--- config.mk ---
export PLATFORM = sky130hd
export DESIGN_NAME = spi_rx_status
export DESIGN_NICKNAME = d
export VERILOG_FILES = /design/src/rtl/spi_rx_pkg.sv /design/src/rtl/spi_rx_hold.sv /design/src/rtl/spi_rx_flags.sv /design/src/rtl/spi_rx_irq.sv /design/src/rtl/spi_rx_status.sv
export SDC_FILE = /design/constraint.sdc
export NUM_CORES = 1
export LEC_CHECK = 0
export BUFFER_PORTS_ARGS = -buffer_cell sky130_fd_sc_hd__buf_2
export CORE_AREA = 5 5 43 45
export DETAILED_ROUTE_END_ITERATION = 6
export DIE_AREA = 0 0 48 50
export GPL_ROUTABILITY_DRIVEN = 0
export PLACE_DENSITY = 0.65
export SYNTH_ARGS = -nofsm -noshare
export SYNTH_HDL_FRONTEND = slang
export SYNTH_HIERARCHICAL = 1
export SYNTH_SLANG_ARGS = --single-unit
--- constraint.sdc ---
create_clock -name clk -period 1.55 [get_ports clk]
set_input_delay 0.155 -clock clk [delete_from_list [all_inputs] [get_ports clk]]
set_output_delay 0.155 -clock clk [all_outputs]
set_load 0.005 [all_outputs]
--- src/rtl/spi_rx_pkg.sv ---
// Package: shared types for the SPI receive status block.
// Assumes nothing beyond a single clock domain.
package spi_rx_pkg;
    typedef struct packed {
        logic full;
        logic ovr;
    } rx_flags_t;
endpackage

--- src/rtl/spi_rx_hold.sv ---
// Module: holding register for received bytes.
// Loads din when load is high and otherwise retains its contents.
// Assumes load is a single-cycle qualified pulse from the flag controller.
module spi_rx_hold #(
    parameter int DATA_W = 8
) (
    input  logic              clk,
    input  logic              rst_n,
    input  logic              load,
    input  logic [DATA_W-1:0] din,
    output logic [DATA_W-1:0] dout
);
    logic [DATA_W-1:0] hold_q;

    // Capture the byte on load, clear on reset.
    always_ff @(posedge clk) begin
        if (!rst_n)    hold_q <= '0;
        else if (load) hold_q <= din;
    end

    assign dout = hold_q;

    // a load makes the new byte visible on the next cycle.
    p_load_visible_r1: assert property (@(posedge clk) disable iff (!rst_n)
        load |=> dout == $past(din));

    // without a load the contents are retained.
    p_retain_r2: assert property (@(posedge clk) disable iff (!rst_n)
        !load |=> $stable(dout));
endmodule

--- src/rtl/spi_rx_flags.sv ---
// Module: receive-full and overrun flag controller.
// Keeps armed bits captured on status reads. A data read clears only the
// armed flags, and the clear is applied before a same-cycle byte completion.
// Assumes all strobes are single-cycle and synchronous to clk.
module spi_rx_flags
    import spi_rx_pkg::*;
(
    input  logic      clk,
    input  logic      rst_n,
    input  logic      byte_done,
    input  logic      stat_rd,
    input  logic      data_rd,
    output logic      load,
    output rx_flags_t flags
);
    rx_flags_t flags_q, flags_d;
    rx_flags_t armed_q, armed_d;
    rx_flags_t after_clr;

    // Apply the armed clear first, then the byte completion.
    always_comb begin
        after_clr.full = flags_q.full & ~(data_rd & armed_q.full);
        after_clr.ovr  = flags_q.ovr  & ~(data_rd & armed_q.ovr);
        flags_d        = after_clr;
        load           = 1'b0;
        if (byte_done) begin
            if (after_clr.full) begin
                flags_d.ovr = 1'b1;
            end else begin
                flags_d.full = 1'b1;
                load         = 1'b1;
            end
        end
    end

    // Arm on status read; a data read consumes the armed bits.
    always_comb begin
        armed_d = armed_q;
        if (stat_rd) begin
            armed_d.full = flags_q.full & ~flags_q.ovr;
            armed_d.ovr  = flags_q.ovr;
        end else if (data_rd) begin
            armed_d = '0;
        end
    end

    // Flag and armed-bit state registers.
    always_ff @(posedge clk) begin
        if (!rst_n) begin
            flags_q <= '0;
            armed_q <= '0;
        end else begin
            flags_q <= flags_d;
            armed_q <= armed_d;
        end
    end

    assign flags = flags_q;

    // receive-full that is not armed survives any data read.
    p_full_unarmed_kept_r5: assert property (@(posedge clk) disable iff (!rst_n)
        flags_q.full && !armed_q.full |=> flags_q.full);

    // overrun is sticky until an armed data read.
    p_ovr_sticky_r2: assert property (@(posedge clk) disable iff (!rst_n)
        flags_q.ovr && !(data_rd && armed_q.ovr) |=> flags_q.ovr);

    // clear-then-complete in one cycle ends full, without overrun.
    p_clear_then_load_r7: assert property (@(posedge clk) disable iff (!rst_n)
        data_rd && armed_q.full && byte_done && !flags_q.ovr
        |=> flags_q.full && !flags_q.ovr);

    // a data read with no status read in the same cycle leaves nothing armed.
    p_armed_consumed_r5: assert property (@(posedge clk) disable iff (!rst_n)
        data_rd && !stat_rd |=> armed_q == '0);
endmodule

--- src/rtl/spi_rx_irq.sv ---
// Module: merges the receive and error conditions into one request line.
// Assumes the enables and mode_fault are level signals.
module spi_rx_irq (
    input  logic clk,
    input  logic rst_n,
    input  logic full,
    input  logic ovr,
    input  logic mode_fault,
    input  logic rx_en,
    input  logic err_en,
    output logic irq
);
    // Combine the enabled sources.
    always_comb begin
        irq = (rx_en & full) | (err_en & (ovr | mode_fault));
    end

    // with both enables low the request stays quiet.
    p_irq_quiet_r8: assert property (@(posedge clk) disable iff (!rst_n)
        !rx_en && !err_en |-> !irq);

    // an enabled error source always requests.
    p_irq_err_r8: assert property (@(posedge clk) disable iff (!rst_n)
        err_en && (ovr || mode_fault) |-> irq);
endmodule

--- src/rtl/spi_rx_status.sv ---
// Module: top of the SPI receive status block.
// Ties together the flag controller, the holding register and the interrupt merge.
// Assumes the shift engine pulses byte_done for one cycle per completed byte.
module spi_rx_status
    import spi_rx_pkg::*;
#(
    parameter int DATA_W = 8
) (
    input  logic              clk,
    input  logic              rst_n,
    input  logic              byte_done,
    input  logic [DATA_W-1:0] byte_data,
    input  logic              stat_rd,
    input  logic              data_rd,
    input  logic              rx_int_en,
    input  logic              err_int_en,
    input  logic              mode_fault,
    output logic [DATA_W-1:0] rx_data,
    output logic              rx_full,
    output logic              overrun,
    output logic              irq
);
    logic      load;
    rx_flags_t flags;

    spi_rx_flags u_flags (
        .clk       (clk),
        .rst_n     (rst_n),
        .byte_done (byte_done),
        .stat_rd   (stat_rd),
        .data_rd   (data_rd),
        .load      (load),
        .flags     (flags)
    );

    spi_rx_hold #(.DATA_W(DATA_W)) u_hold (
        .clk   (clk),
        .rst_n (rst_n),
        .load  (load),
        .din   (byte_data),
        .dout  (rx_data)
    );

    spi_rx_irq u_irq (
        .clk        (clk),
        .rst_n      (rst_n),
        .full       (flags.full),
        .ovr        (flags.ovr),
        .mode_fault (mode_fault),
        .rx_en      (rx_int_en),
        .err_en     (err_int_en),
        .irq        (irq)
    );

    assign rx_full = flags.full;
    assign overrun = flags.ovr;

    // a byte arriving while full, without a data read, keeps the old byte and sets overrun.
    p_overrun_drop_r2: assert property (@(posedge clk) disable iff (!rst_n)
        byte_done && rx_full && !data_rd |=> overrun && $stable(rx_data));

    // a byte arriving while empty is captured.
    p_capture_r1: assert property (@(posedge clk) disable iff (!rst_n)
        byte_done && !rx_full |=> rx_full && rx_data == $past(byte_data));
endmodule

Yosys cells after proc, flatten, opt, wreduce, memory -nomap -nowiden
Cells that the tools add are included.
{"block": "totals", "word_cells": 24, "regBits": 12, "in_bits": 16}
{"block": "op_classes", "bitwise": 12, "muxes": 6, "n_reduce_logical": 1}
{"operator": "$and 1x1->1", "n": 7}
{"operator": "$mux 2", "n": 3}
{"operator": "$mux 1", "n": 3}
{"operator": "$not 1->1", "n": 3}
{"operator": "$or 1x1->1", "n": 2}
{"operator": "$reduce_bool 2->1", "n": 1}

Longest topological paths before layout
{"block": "logic_depth", "word_depth": 5, "mapped_depth": 5}

Modules after synthesis
The synthesis kept the hierarchy.
{"module": "spi_rx_hold", "area_each_um2": 301.5, "n_inst": 1, "cells_per_inst": 25}
{"module": "spi_rx_flags", "area_each_um2": 163.9, "n_inst": 1, "cells_per_inst": 17}
{"module": "spi_rx_irq", "area_each_um2": 12.5, "n_inst": 1, "cells_per_inst": 3}

Worst setup path after synthesis
Ideal clock, no wire load.
{"block": "synth_timing", "kind": "flip-flop to flip-flop", "startpoint": "reg u_flags.flags_q, in the netlist u_flags/flags[1]", "endpoint": "reg u_hold.hold_q[0], in the netlist u_hold/dout[0]", "path_stages_with_launch": 6, "period_less_slack_ps": 1167, "arrival_time_ps": 1051, "slack_ps": 383, "required_ps": 1434, "cell_sequence": "dfxtp_1 a21boi_0 nor2b_1 buf_6 mux2i_1 nor2b_1"}
{"block": "synth_between", "elab_chain_len": 3}
{"item": "from (decl)", "line": "spi_rx_flags.sv:16", "text": "rx_flags_t flags_q, flags_d;"}
{"item": "from (signal assigned)", "line": "spi_rx_flags.sv:53", "text": "flags_q <= flags_d;"}
{"item": "$and 1x1->1", "line": "spi_rx_flags.sv:22", "text": "after_clr.full = flags_q.full & ~(data_rd & armed_q.full);"}
{"item": "$mux 1", "line": "spi_rx_flags.sv:27", "text": "if (after_clr.full) begin"}
{"item": "$mux 1", "line": "spi_rx_flags.sv:26", "text": "if (byte_done) begin"}
{"item": "via load", "line": "spi_rx_status.sv:23", "text": "logic load;"}
{"item": "to (signal assigned)", "line": "spi_rx_hold.sv:18", "text": "else if (load) hold_q <= din;"}
{"item": "to (decl)", "line": "spi_rx_hold.sv:13", "text": "logic [DATA_W-1:0] hold_q;"}
The timed path passes the listed nets, and every way through them passes these cells.
A chain may end at the register's enable or synchronous reset.

Final worst setup path
{"block": "layout_timing", "startpoint": "reg u_flags.flags_q, in the netlist u_flags/flags[1]", "endpoint": "reg u_hold.hold_q[5], in the netlist u_hold/dout[5]"}
The elaborated chain is that of the path after synthesis.

==> run metrics <==
number of DRC markers in iteration 0=0; PnR worst setup slack=0.223 ns; Pre-antenna DRT Iters=1; hold endpoint=u_flags/flags[1]; dpl ws=-0.0259 ns; row count=14; gr busiest metal=met2; clk sinks=12; CP startpoint=u_flags/flags[1]; endpoints failing setup=0; Slew HR=66.1%; core area=0.00144 mm²; Post-DP HPWL=798 µm; H-tree levels=1; pwr/cell area=941 mW/mm²; Post-Synthesis Cells=45; DIE WIDTH=48 µm; reg2reg path depth=4; final wirelength=991 µm; internal power=473 µW; peak supply drop=674 µV; first-pass GRT wire length=1610 µm; unrepaired setup endpoints after global routing=no; Period Utilization, post-route=85.6%; worst hold start=byte_done; worst path bufs/invs=0; Synth Area per Inst=10.6 µm²; Clk network pwr share=29.7%; Seq/Total Area, Yosys=50.3%; I/O Buffers=26; Hold Crit Class=primary input to flop; slowest CP cell=nor2b_2; hold path depth=2; DR vias=399; Layout Cells excl Fill=91; Cell variety after synth=14; Yosys reg bits=12; fin util=45.7%; vias in the first global route=395; dpl cells=88; Slew Limit Fails=0; Worst setup EP type=flop; Max-Cap Viols=0; share of post-route cells with drive strength above 1=42.7%; initial antenna violation count=0; top cell family by delay on the critical path=simple AND/OR/NAND/NOR gates; GRT met1 Usage=12.3%; Starting Density=33.3%; Die H=50 µm; yosys warns=6; worst r2r src=u_flags/flags[1]; logic gate share of total power=15.9%; Max Fclk=754 MHz; met2 GRT Util=12.8%; Max Root-Sink Buffers=2; Post-Synthesis Cell Area=478 µm²; P_leak=0.318 nW; critical path class=flop to flop; post-route minimum period=1.33 ns; switching power total=145 µW; DRC Markers=0; largest net degree at the start of global routing=13; Fin Clk Skew=0.00559 ns; part of the power in registers=54.4%; NumNets Final=93; total design power=618 µW; ANT nets after route=0; crit start category=flop; clk slew on worst S/H paths=0.07 ns; reg-to-reg slack, setup=0.22 ns; CP cell instances=a21boi_0 > nor2b_2 > mux2i_1 > nor2b_1; Reg-to-Reg End=u_hold/dout[5]; Top Ports=27; slowest stage delay, CP=0.45 ns; status=complete, no violations; GRT overflow=0; CTS Root Cell=clkbuf_4; Post-CTS Hold Fix Bufs=0; GRT Overall Usage=9.87%; antenna fix cells=0; cts bufs inserted=3; die area=0.00240 mm²; sw frac=23.4%; clock tree from TritonCTS=done; Slew @ Worst Pin=0.506 ns; Syn Nets=61; Clock Latency Late Sink=0.27 ns; M3 GR Usage=6.91%; Layout area overhead=37.4%; vias per cell=4.38; Hold Vio Cnt, Final=0; Worst EP arrival=1.48 ns; Worst EP required=1.71 ns; crit-path max FO=8; Wirelength per Cell=10.9 µm
==> sequential cells by signal, indices dropped and copies added (netlist names) <==
register         count
u_flags/armed_q      2
u_flags/flags        2
u_hold/dout          8
==> layout by cell type (no fill, tap or decap) <==
| cell | n |
|---|---|
| a21boi_0 | 1 |
| a21oi_1 | 2 |
| a32o_1 | 1 |
| and2_1 | 1 |
| buf_2 | 26 |
| buf_4 | 2 |
| clkbuf_4 | 3 |
| dfxtp_1 | 12 |
| inv_1 | 1 |
| mux2i_1 | 8 |
| nand2_1 | 4 |
| nand3b_1 | 1 |
| nor2b_1 | 8 |
| nor2b_2 | 1 |
| o21a_1 | 1 |
| o21ai_1 | 1 |
| or3b_1 | 2 |
==> how the worst max path moves through the flow <==
| stage | cells past startpoint | endpoint |
|---|---|---|
| finish | 4 | u_hold/dout[5] |
| global route | 4 | u_hold/dout[5] |
| CTS | 4 | u_hold/dout[3] |
| detailed placement | 4 | u_hold/dout[7] |
| global placement | 4 | u_hold/dout[5] |
| floorplan | 5 | u_hold/dout[0] |
==> stage by stage <==
step / TNS, ns / hold slack, ns / instance area [µm²]
3_3_place_gp: -0.0252 / 0.395 / 632
4_1_cts: 0 / 0.106 / 657
6_report: 0 / 0.120 / 657
2_1_floorplan: 0 / 0.273 / 478
5_1_grt: 0 / 0.0970 / 657
3_5_place_dp: -0.145 / 0.394 / 632
==> power groups by stage <==
stage	Clock [mW]	Combinational [mW]	Sequential, mW
floorplan	0	0.0470	0.346
global placement	0	0.0973	0.343
detailed placement	0	0.0990	0.344
CTS	0.198	0.100	0.337
global route	0.213	0.110	0.339
finish	0.183	0.0980	0.336
==> Yosys cell counts (all sizes together) <==
master / number / share of area, %
mux2i: 8 / 17
o21a: 1 / 1.6
a21boi: 1 / 1.6
nand2: 4 / 3.1
a32o: 1 / 2.1
buf: 1 / 2.4
inv: 1 / 0.78
dfxtp: 12 / 50
o21ai: 1 / 1.0
a21oi: 2 / 2.1
nor2b: 9 / 12
and2: 1 / 1.3
nand3b: 1 / 1.6
or3b: 2 / 3.7
==> cell type report <==
type | instances | area (µm²)
Multi-Input combinational cell | 31 | 225
Clock buffer | 3 | 22.5
Sequential cell | 12 | 240
Tap cell | 16 | 20.0
Fill cell | 150 | 779
Inverter | 1 | 3.75
Timing Repair Buffer | 28 | 145
==> what timing repair did <==
action | CTS | global route
gates resized for setup | 1 | 0
setup endpoints to repair | 8 | 0
setup buffers | 0 | 0
==> metal layers <==
| metal | up-vias | share of wire, % |
|---|---|---|
| met1 | 162 | 44 |
| met3 | 0 | 17 |
| met5 | - | 0 |
| li1 | 212 | - |
| met4 | 0 | 0 |
| met2 | 25 | 40 |
==> cell families (layout without fill, tap and decap cells) <==
group           after synthesis  in the layout  share of synthesized area (%)
simple gates                 17             17                           21.5
flops                        12             12                           50.3
mux                           8              8                           16.8
compound gates                6              6                           8.38
buf+inv                       2             32                           3.14
Power figures use the tool's default switching activity.
